<file path="config.mk">
export PLATFORM = sky130hd
export DESIGN_NAME = sleep_event_ctrl
export DESIGN_NICKNAME = d
export VERILOG_FILES = /design/src/rtl/sleep_ctl_pkg.sv /design/src/rtl/slp_req_decode.sv /design/src/rtl/slp_state_fsm.sv /design/src/rtl/slp_event_latch.sv /design/src/rtl/sleep_event_ctrl.sv
export SDC_FILE = /design/constraint.sdc
export NUM_CORES = 1
export LEC_CHECK = 0
export BUFFER_PORTS_ARGS = -buffer_cell sky130_fd_sc_hd__buf_4
export CELL_PAD_IN_SITES_DETAIL_PLACEMENT = 2
export CELL_PAD_IN_SITES_GLOBAL_PLACEMENT = 2
export CORE_AREA = 5 5 42 44
export DETAILED_ROUTE_END_ITERATION = 6
export DIE_AREA = 0 0 47 49
export PLACE_DENSITY_LB_ADDON = 0.05
export SYNTH_ARGS = -nofsm -noshare
export SYNTH_HDL_FRONTEND = slang
export SYNTH_SLANG_ARGS = --single-unit
</file>
<file path="constraint.sdc">
create_clock -name clk -period 3 [get_ports clk]
set_clock_uncertainty 0.05 [all_clocks]
set_input_delay 0.15 -clock clk [delete_from_list [all_inputs] [get_ports clk]]
set_output_delay 0.15 -clock clk [all_outputs]
set_load 0.02 [all_outputs]
</file>
<file path="src/rtl/sleep_ctl_pkg.sv">
package sleep_ctl_pkg;

  typedef enum logic [1:0] {
    ST_RUN      = 2'd0,
    ST_WAIT_INT = 2'd1,
    ST_WAIT_EVT = 2'd2
  } slp_state_t;

  // wake condition for each sleeping state
  function automatic logic wake_due(slp_state_t s, logic irq, logic dbg, logic ext);
    case (s)
      ST_WAIT_INT: wake_due = irq | dbg;
      ST_WAIT_EVT: wake_due = irq | dbg | ext;
      default:     wake_due = 1'b0;
    endcase
  endfunction

  // an event is available to a wait-for-event in this cycle
  function automatic logic event_ready(logic flag, logic sev, logic ext);
    event_ready = flag | sev | ext;
  endfunction

endpackage

</file>
<file path="src/rtl/slp_req_decode.sv">
module slp_req_decode
  import sleep_ctl_pkg::*;
(
  input  logic run,
  input  logic wfi_req,
  input  logic wfe_req,
  input  logic sev_req,
  input  logic irq_pend,
  input  logic dbg_req,
  input  logic ext_evt,
  input  logic flag,
  output logic sev_ok,
  output logic go_int,
  output logic go_evt,
  output logic wfe_skip
);
  logic wfi_take;
  logic wfe_take;
  logic ready;
  logic break_in;

  always_comb begin
    ready    = event_ready(flag, sev_req, ext_evt);
    break_in = irq_pend | dbg_req;
    sev_ok   = run & sev_req;
    wfi_take = run & wfi_req;
    wfe_take = run & wfe_req & ~wfi_req;
    go_int   = wfi_take & ~break_in;
    wfe_skip = wfe_take & ready;
    go_evt   = wfe_take & ~ready & ~break_in;
  end
endmodule

</file>
<file path="src/rtl/slp_state_fsm.sv">
module slp_state_fsm
  import sleep_ctl_pkg::*;
(
  input  logic       clk,
  input  logic       rst_n,
  input  logic       go_int,
  input  logic       go_evt,
  input  logic       irq_pend,
  input  logic       dbg_req,
  input  logic       ext_evt,
  output slp_state_t state,
  output logic       wake_hit,
  output logic       wake
);
  slp_state_t state_n;

  always_comb begin
    wake_hit = wake_due(state, irq_pend, dbg_req, ext_evt);
    state_n  = state;
    case (state)
      ST_RUN: begin
        if (go_int)      state_n = ST_WAIT_INT;
        else if (go_evt) state_n = ST_WAIT_EVT;
      end
      ST_WAIT_INT, ST_WAIT_EVT: if (wake_hit) state_n = ST_RUN;
      default: state_n = ST_RUN;
    endcase
  end

  always_ff @(posedge clk or negedge rst_n) begin
    if (!rst_n) begin
      state <= ST_RUN;
      wake  <= 1'b0;
    end else begin
      state <= state_n;
      wake  <= wake_hit;
    end
  end
endmodule

</file>
<file path="src/rtl/slp_event_latch.sv">
module slp_event_latch (
  input  logic clk,
  input  logic rst_n,
  input  logic sev_ok,
  input  logic ext_evt,
  input  logic in_evt_wait,
  input  logic wfe_skip,
  output logic flag,
  output logic evt_out
);
  logic set_now;

  always_comb set_now = sev_ok | (ext_evt & ~in_evt_wait);

  always_ff @(posedge clk or negedge rst_n) begin
    if (!rst_n) begin
      flag    <= 1'b0;
      evt_out <= 1'b0;
    end else begin
      // consumed by a completing wait, or held clear while waiting on an event
      if (wfe_skip || in_evt_wait) flag <= 1'b0;
      else                         flag <= flag | set_now;
      evt_out <= sev_ok;
    end
  end
endmodule

</file>
<file path="src/rtl/sleep_event_ctrl.sv">
module sleep_event_ctrl
  import sleep_ctl_pkg::*;
(
  input  logic clk,
  input  logic rst_n,
  input  logic wfi_req,
  input  logic wfe_req,
  input  logic sev_req,
  input  logic irq_pend,
  input  logic ext_evt,
  input  logic dbg_req,
  output logic sleeping,
  output logic wake,
  output logic evt_out,
  output logic evt_flag
);
  slp_state_t state;
  logic run;
  logic in_evt_wait;
  logic sev_ok;
  logic go_int;
  logic go_evt;
  logic wfe_skip;
  logic wake_hit;

  assign run         = (state == ST_RUN);
  assign in_evt_wait = (state == ST_WAIT_EVT);
  assign sleeping    = ~run;

  slp_req_decode dec_i (
    .run(run), .wfi_req(wfi_req), .wfe_req(wfe_req), .sev_req(sev_req),
    .irq_pend(irq_pend), .dbg_req(dbg_req), .ext_evt(ext_evt), .flag(evt_flag),
    .sev_ok(sev_ok), .go_int(go_int), .go_evt(go_evt), .wfe_skip(wfe_skip)
  );

  slp_state_fsm fsm_i (
    .clk(clk), .rst_n(rst_n), .go_int(go_int), .go_evt(go_evt),
    .irq_pend(irq_pend), .dbg_req(dbg_req), .ext_evt(ext_evt),
    .state(state), .wake_hit(wake_hit), .wake(wake)
  );

  slp_event_latch evl_i (
    .clk(clk), .rst_n(rst_n), .sev_ok(sev_ok), .ext_evt(ext_evt),
    .in_evt_wait(in_evt_wait), .wfe_skip(wfe_skip),
    .flag(evt_flag), .evt_out(evt_out)
  );
endmodule

</file>
; ---- Word level (Yosys, flattened, before mapping)
; Cells that the tools add are included.
[op_classes]
eq_ne = 4
n_mux = 6
n_bitwise = 20
n_reduce_logical = 4
[op_table]
columns = operator, n
row1 = bitwise AND 1 bit, 9
row2 = two-way mux 2 bit, 3
row3 = OR 1 bit, 6
row4 = inverter 1 bit, 5
row5 = one-hot mux 2 bit (2 select lines), 1
row6 = "!= test 3 bit, second input constant", 1
row7 = "equality test 2 x 1 -> 1 bit, second input constant", 1
row8 = "equality test 2 bit, second input constant", 1
row9 = logical NOT 2 bit, 1
row10 = "!= test 2 x 1 -> 1 bit, second input constant", 1
row11 = one-hot mux 1 bit (2 select lines), 1
row12 = AND reduction 2 bit, 1
row13 = OR reduction 2 bit, 1
row14 = logical OR 1 bit, 1
row15 = two-way mux 1 bit, 1
[word_totals]
reg_bits = 5
inputBits = 8
out_inout_bits = 4
elab_cells = 38

; ---- Depth between registers and ports, before layout
; Gate-level depths: netlist of the first run.
[logic_depth]
ltp_word = 8
ltp_mapped = 6
ltp_nobuf = 6

; ---- Hierarchy
; From an unflattened synthesis of the first run, not the netlist that was laid out.
[unflattened]
cells_unflattened = 37
hier_area_um2 = 355.3
[by_module_without_submodules]
columns = module, instances, cells_per_inst, area_per_inst_um2, seq_area_each_um2
row1 = slp_state_fsm, 1, 22, 220.2, 75.1
row2 = slp_event_latch, 1, 4, 60.1, 50.0
row3 = slp_req_decode, 1, 8, 56.3, 0.0
row4 = sleep_event_ctrl, 1, 3, 18.8, 0.0

; ---- Worst setup path after synthesis of the first run
; Ideal clock, no wire load.
[synth_path]
path_kind = reg-to-reg
from = register evl_i.flag
to = register fsm_i.state[0]
setup_time_ns = 0.121
t_arrival_ns = 1.427
t_required_ns = 2.829
setup_slack_ns = 1.403
path_stages_with_launch = 5
n_path_buf = 0
synth_period_minus_slack_ns = 1.597
cell_sequence = dfrtp_1 or4_4 o31ai_2 a21oi_1 a41o_1
[synth_between]
elab_chain_cells = 7
[synth_rtl]
columns = element, line_no
row1 = from (decl), slp_event_latch.sv:8  ; output logic flag,
row2 = from (signal assigned), slp_event_latch.sv:22  ; else flag <= flag | set_now;
row3 = OR 1 bit (2 in a row), sleep_ctl_pkg.sv:20  ; event_ready = flag | sev | ext;
row4 = inverter 1 bit, slp_req_decode.sv:30  ; go_evt = wfe_take & ~ready & ~break_in;
row5 = bitwise AND 1 bit (2 in a row), slp_req_decode.sv:30
row6 = != test 3 bit (no line), n/a
row7 = AND reduction 2 bit (no line), n/a
row8 = to (signal assigned), slp_state_fsm.sv:35  ; state <= state_n;
row9 = to (decl), slp_state_fsm.sv:11  ; output slp_state_t state,
; Every way passes these cells.
; A chain may end at the register's enable or synchronous reset.

; ---- Worst setup path after layout of the first run
[layout_path]
from = register fsm_i.state[0]
to = register fsm_i.state[0]
[layout_between]
elab_chain_cells = 7
elab_cells_between_ends = 16
cone_classes = eq/ne: 4 / mux: 3 / bitwise: 6 / reduce/logical: 3
[layout_rtl]
columns = element, line_no
row1 = logical NOT 2 bit, "slp_state_fsm.sv:20, sleep_event_ctrl.sv:26"
row2 = bitwise AND 1 bit (2 in a row), slp_req_decode.sv:27  ; wfe_take = run & wfe_req & ~wfi_req;
row3 = bitwise AND 1 bit (2 in a row), slp_req_decode.sv:30
row4 = != test 3 bit (no line), n/a
row5 = AND reduction 2 bit (no line), n/a
; Parallel ways exist; a longest one is shown, timed or not.

==> qor.txt, run 1 <==
Synth Area in Compound Gates: 23.5%
Clk pin slew, worst setup/hold paths: 0.04 ns
dpl ws: 1.25 ns
CP max FO: 6
crit path kind: reg -> reg
count of different cell masters after synthesis: 17
vias per inst: 4.66
first-pass GRT wire length: 1460 um
Initial Utilization: 20.9%
WL per Instance: 12.8 um
Synth top area share: 42.7%
Max Transition Viols Final: 0
clock latency at the later pin of the worst-skew pair: 0.24 ns
Final Non-Filler Cells: 61
fin util: 30.8%
synthesized area: 293 um^2
Die Span Y: 49 um
max-capacitance violation count: 0
Worst Setup EP: fsm_i.state[0]
PwrDens: 699 nW/um^2
Setup Viol. Count Final: 0
CTS max path bufs: 2
post-synthesis sequential area ratio: 42.7%
chip width: 47 um
Top Layer Used: met4
top cells by area, synth: dfrtp_1, ha_1, a21oi_1
CTS tree: built
Post-Route M1 WL: 275 um
Worst EP arrival: 1.77 ns
Relative slew margins: 81.6%
syn_nets: 40
Req. time, crit path: 3.07 ns
RR Startpoint: fsm_i.state[0]
Post-CTS Setup Inserts: 0
num rows: 14
number of DRC markers in iteration 0: 3
1st-pass router iterations: 3
Hold Vio Cnt, Final: 0
core area: 1400 um^2
Worst Setup End Kind: register
Fillers: 170
# diodes: 0
Post-Synth Adder-Cell Area: 12.8%
post-synthesis xor/xnor area fraction: 0%
post-DP HPWL: 683 um
GRT overflow: 0
worst-case reg-to-reg path depth: 6
Root Driver: clkbuf_4
fmax: 0.586 GHz
Die ar.: 2300 um^2
Area Growth Syn to Fin: 47.4%
largest family of logic cells by synthesized area: compound AO/OA/AOI/OAI gates
vias in the first global route: 313
CTS sink cnt: 5
met2 routed WL: 424 um
via count: 284
PortBufs: 11
ANT nets after route: 0
GP Congestion: 0.687
largest net degree at the start of global routing: 7
layout net count: 57
worst reg2reg setup slack: 1.29 ns
Hold WC Path Type: in -> reg
cell count after synthesis: 29
RSZ-0062 raised after global routing: no
post-synthesis mux area share: 0%
Routed WL: 782 um
largest area contributor in the netlist: dfrtp_1
crit path from: fsm_i.state[0]
outcome: complete, no violations
synth warn: 0
routed length on met3: 69 um
FF-to-FF End: fsm_i.state[0]
Leak: 0.209 nW
Slew @ Worst Pin: 0.274 ns
Yosys reg bits: 5
share of layout cells above drive strength 1: 37.8%
Max IR drop VDD: 0.353 mV
antenna violations before repair: 0
Worst Setup Slack, final: 1.29 ns
I/O Pins: 12
Post-Synth Simple-Gate Area: 15.8%
Worst setup SP type: register
period utilization: 56.8%
CTS Buf Count: 3
drt drc: 0
Synth Area per Inst: 10.1 um^2
htree depth: 1
Tmin final: 1.71 ns
setup_tns: 0 ns
gr usage total: 8.90%
Placed Cells: 56
## state kept, by name, summed over array words and instances (netlist names)
register,flops
evl_i.evt_out,1
evl_i.flag,1
fsm_i.state,2
fsm_i.wake,1
## what timing repair did
item	in CTS	in global routing
hold buffers	1	0
gates resized for setup	0	0
hold endpoints to repair	5	0
## cell type report
cell class              count  area (um^2)  share of cell area [%]
repair buffers             12         92.6                    21.4
flip-flops and latches      5          125                    29.0
multi-input cells          20          153                    35.4
well taps                  16         20.0                    4.64
inverters                   4         15.0                    3.48
clock buffers               4         26.3                    6.09
## worst min-delay path by stage
stage                     depth (start not counted)  startpoint              to
after floorplan                                   0       rst_n   evl_i.evt_out
after detailed placement                          1       rst_n  fsm_i.state[0]
after CTS                                         2     ext_evt      evl_i.flag
after global routing                              2     ext_evt      evl_i.flag
after global placement                            1       rst_n  fsm_i.state[0]
final                                             2     ext_evt      evl_i.flag
## per-layer routing
metal,GRT usage (%),up-vias
met5,0,-
met4,2.76,0
met3,4.43,2
met2,14.7,9
met1,9.56,137
li1,-,136
## cells by family (layout without fill, tap and decap cells)
group / Yosys count / after routing
AO/OA/AOI/OAI: 9 / 9
AND/OR/NAND/NOR: 8 / 8
flip-flops: 5 / 5
buffers and inverters: 4 / 20
adder cells (fa/ha/maj): 3 / 3
## critical path, cell delays in order (launching register included)
cell	delay [ns]
dfrtp_1	0.38
inv_1	0.11
ha_1	0.29
nand3b_1	0.18
o31ai_2	0.26
a21oi_1	0.10
a41o_1	0.21
## synth_stat cells
cell      count
nand3b_1      1
o311a_2       1
o31ai_2       1
o21ai_0       1
inv_1         4
nand2_1       2
a21boi_0      1
nor3_1        1
dfrtp_1       5
a21oi_1       3
or4_4         1
ha_1          3
nor2_1        1
a41o_1        1
nand3_1       1
and2_1        1
o31ai_1       1
## per-stage QoR
| stage | instance area (um^2) | power (mW) | hold WS [ns] |
|---|---|---|---|
| finish | 432 | 0.302 | 0.154 |
| floorplan | 293 | 0.172 | -0.196 |
| detailed placement | 395 | 0.230 | -0.0938 |
| global route | 432 | 0.331 | 0.151 |
| global placement | 395 | 0.225 | -0.0960 |
| CTS | 432 | 0.310 | 0.147 |
## cell usage in the layout, fill, tap and decap left out, types with 2 or more instances in the layout
cell type,n
buf_4,11
dfrtp_1,5
inv_1,4
a21oi_1,3
ha_1,3
clkbuf_4,3
nand2_1,2
## report_power, final
part	switching, mW	internal, mW
Combinational	0.0755	0.0577
Clock	0.0256	0.0502
Sequential	0.00876	0.0838
Power figures use the tool's default switching activity.
==> inputs of run 2 (changes only) <==
--- a/config.mk
+++ b/config.mk
@@ -5,12 +5,13 @@
 export SDC_FILE = /design/constraint.sdc
 export NUM_CORES = 1
 export LEC_CHECK = 0
+export ABC_AREA = 1
 export BUFFER_PORTS_ARGS = -buffer_cell sky130_fd_sc_hd__buf_4
 export CELL_PAD_IN_SITES_DETAIL_PLACEMENT = 2
 export CELL_PAD_IN_SITES_GLOBAL_PLACEMENT = 2
-export CORE_AREA = 5 5 42 44
+export CORE_MARGIN = 5
+export CORE_UTILIZATION = 20
 export DETAILED_ROUTE_END_ITERATION = 6
-export DIE_AREA = 0 0 47 49
 export PLACE_DENSITY_LB_ADDON = 0.05
 export SYNTH_ARGS = -nofsm -noshare
 export SYNTH_HDL_FRONTEND = slang
==> constraint.sdc (replaced) <==
create_clock -name clk -period 1.5 [get_ports clk]
set_clock_uncertainty 0.05 [all_clocks]
set_input_delay 0.075 -clock clk [delete_from_list [all_inputs] [get_ports clk]]
set_output_delay 0.075 -clock clk [all_outputs]
set_load 0.02 [all_outputs]
==> run 2 against run 1 <==
  * Sequential share of layout area down 2.2 points
  * Maximum frequency up 26%
  * Setup slack worse by 1.1 ns
  * Combinational power up 140%
  * Largest cell class unchanged
  * Critical path depth up 3
  * Critical endpoint is now fsm_i.state[1]
  * Global-route usage down 0.41 points
==> qor.txt, run 2 <==
count of different cell masters after synthesis: 13 (-4)
# diodes: 0 (unchanged)
via count: 328 (+15%)
Area Growth Syn to Fin: 52.7%
Leak: 0.255 nW (+22%)
combinational power share: 48.1% (+3.9 points)
count leader, synth: nand2_1
Clk pin slew, worst setup/hold paths: 0.04 ns (about the same)
Root Driver: clkbuf_4
chip width: 49.2 um (+4.6%)
post-synthesis sequential area ratio: 40.8% (-1.9 points)
period utilization: 90.1% (+33 points)
CTS max path bufs: 2 (unchanged)
Worst setup SP type: register
CTS Buf Count: 3 (unchanged)
Top reg by flops: fsm_i.state
CP max FO: 3 (-3)
Routed WL: 834 um (+6.6%)
Worst path top cell family by delay: simple AND/OR/NAND/NOR gates
cell count after synthesis: 39 (+34%)
commonest cells in the netlist: nand2_1, inv_1, dfrtp_1, ha_1, nor2_1
PwrDens: 1400 nW/um^2 (+100%)
GP Congestion: 0.699 (+1.8%)
syn_nets: 50 (+25%)
outcome: complete, no violations
largest area contributor in the netlist: dfrtp_1
number of flops mapped to enable cells by yosys: 0 (unchanged)
1st-pass router iterations: 4 (+1)
Bufs and invs on worst path: 1 (unchanged)
setup_tns: 0 ns (unchanged)
dpl ws: 0.0839 ns (-1.16 ns)
crit path max-delay cell type: dfrtp_1
Crit path largest cell delay: 0.40 ns (+0.02 ns)
crit path kind: reg -> reg
RSZ-0062 raised after global routing: no
Slew @ Worst Pin: 0.175 ns (-0.0989 ns)
ys async rst share: 100% (unchanged)
layout net count: 68 (+19%)
CP dominant cell by count: nand2_1
Placed Area: 417 um^2 (+5.4%)
I/O Pins: 12 (unchanged)
number of DRC markers in iteration 0: 4 (+1)
CTS tree: built
first-pass GRT wire length: 1590 um (+9.0%)
commonest non-fill, non-tap cell in the layout: buf_4
Relative slew margins: 88.2% (+6.7 points)
gr usage total: 8.49% (-0.41 points)
vias per inst: 4.56 (-2.2%)
ANT nets after route: 0 (unchanged)
antenna violations before repair: 0 (unchanged)
Reg power frac: 28.4% (-2.3 points)
Tmin final: 1.35 ns (-0.354 ns)
Hold WC Path Type: in -> reg
main flop type after synthesis: dfrtp_1
net switching power figure: 246 uW (+120%)
share of layout cells above drive strength 1: 41.1% (+3.3 points)
Hold Vio Cnt, Final: 0 (unchanged)
Max Transition Viols Final: 0 (unchanged)
Max IR drop VDD: 0.463 mV (+31%)
top cells by area, synth: dfrtp_1, nand2_1, ha_1
Synth Area per Inst: 7.86 um^2 (-22%)
max reg flops: 2 (unchanged)
GRT overflow: 0 (unchanged)
switching share of power: 37.7% (+1.2 points)
drt drc: 0 (unchanged)
vias in the first global route: 370 (+18%)
Worst EP arrival: 1.43 ns (-0.34 ns)
Yosys reg bits: 5 (unchanged)
htree depth: 1 (unchanged)
post-route cell area: 468 um^2 (+8.4%)
Worst Setup Slack, final: 0.149 ns (-1.15 ns)
clock latency at the later pin of the worst-skew pair: 0.24 ns (about the same)
Die Span Y: 49.2 um (+0.31%)
Int Pwr: 407 uW (+110%)
synthesized area: 307 um^2 (+4.7%)
Setup Viol. Count Final: 0 (unchanged)
max-capacitance violation count: 0 (unchanged)
most frequent cells in the layout: buf_4, nand2_1, inv_1
CTS sink cnt: 5 (unchanged)
largest net degree at the start of global routing: 6 (-1)
core area: 1470 um^2 (+5.0%)
synth warn: 0 (unchanged)
Initial Utilization: 20.8% (-0.060 points)
Critical Path, Cell by Cell: inv_2, ha_2, nand2_1, nand2_1, o21ai_2, nand2_2, nand2_1, nand2_1, nand2_1
post-DP HPWL: 744 um (+8.9%)
fmax: 0.740 GHz (+26%)
Post-CTS Setup Inserts: 0 (unchanged)
Clk network pwr share: 23.4% (-1.7 points)
Die ar.: 2420 um^2 (+4.9%)
PortBufs: 11 (unchanged)
num rows: 14 (unchanged)
Worst Setup End Kind: register
Synth top area share: 40.8% (-1.9 points)
WL per Instance: 11.6 um (-9.6%)
Req. time, crit path: 1.58 ns (-1.49 ns)
## run 2: through the flow
step           total power, mW  utilization, %  hold slack [ns]  instances
4_1_cts                  0.643            30.8           0.0233         72
6_report                 0.653            31.8           0.0219         72
3_3_place_gp             0.473            28.3           -0.170         67
2_1_floorplan            0.356               -           -0.271         39
3_5_place_dp             0.479            28.3           -0.168         67
5_1_grt                  0.720            31.8           0.0375         72
## run 2: power groups by stage
stage               registers [mW]  logic, mW  clock network (mW)
floorplan                    0.203      0.152                   0
global placement             0.184      0.289                   0
detailed placement           0.184      0.294                   0
CTS                          0.184      0.300               0.159
global route                 0.190      0.363               0.167
finish                       0.186      0.314               0.153
## run 2: cell families (layout without fill, tap and decap cells)
group	Yosys count	count (layout)	share of synthesized area (%)
simple gates	20	20	30.2
buf+inv	8	25	9.80
flops	5	5	40.8
fa+ha+maj	3	3	12.2
compound gates	3	3	6.94
## run 2: worst reg2reg max path: stages (launching register included)
cell	delay, ns
dfrtp_1	0.40
inv_2	0.09
ha_2	0.21
nand2_1	0.06
nand2_1	0.08
o21ai_2	0.07
nand2_2	0.08
nand2_1	0.08
nand2_1	0.07
nand2_1	0.05
## run 2: final timing paths
| check | from | to | slack (ns) | cells after the start |
|---|---|---|---|---|
| worst min register to register | fsm_i.state[0] | fsm_i.state[0] | 0.50 | 2 |
| worst min-delay path | sev_req | evl_i.evt_out | 0.02 | 3 |
| worst max-delay path | fsm_i.state[0] | fsm_i.state[1] | 0.15 | 9 |
| min in group asynchronous | rst_n | evl_i.flag | 0.13 | 2 |
| worst max register to register | fsm_i.state[0] | fsm_i.state[1] | 0.15 | 9 |
| max in group asynchronous | rst_n | fsm_i.state[0] | 1.16 | 2 |
## run 2: layer usage
| layer | share of wire, % | track usage [%] | wire (um) | vias to the layer above |
|---|---|---|---|---|
| met5 | 0 | 0 | 0 | - |
| met4 | 2.0 | 2.69 | 17 | 0 |
| met3 | 10 | 5.81 | 85 | 2 |
| met2 | 52 | 13.7 | 433 | 13 |
| met1 | 36 | 8.66 | 297 | 159 |
| li1 | - | - | - | 154 |
## run 2: timing repair
item	4_1_cts	5_1_grt
gates resized for setup	0	5
endpoints found under the hold margin	5	0
endpoints found under the setup margin	0	2
hold buffers	1	0
## run 2: cell type report
cell class	count	area [um^2]
fill	185	1000
multi-input combinational	26	166
sequential	5	125
timing repair buffer	13	100
inverter	8	30.0
clock buffer	4	26.3
tap	16	20.0
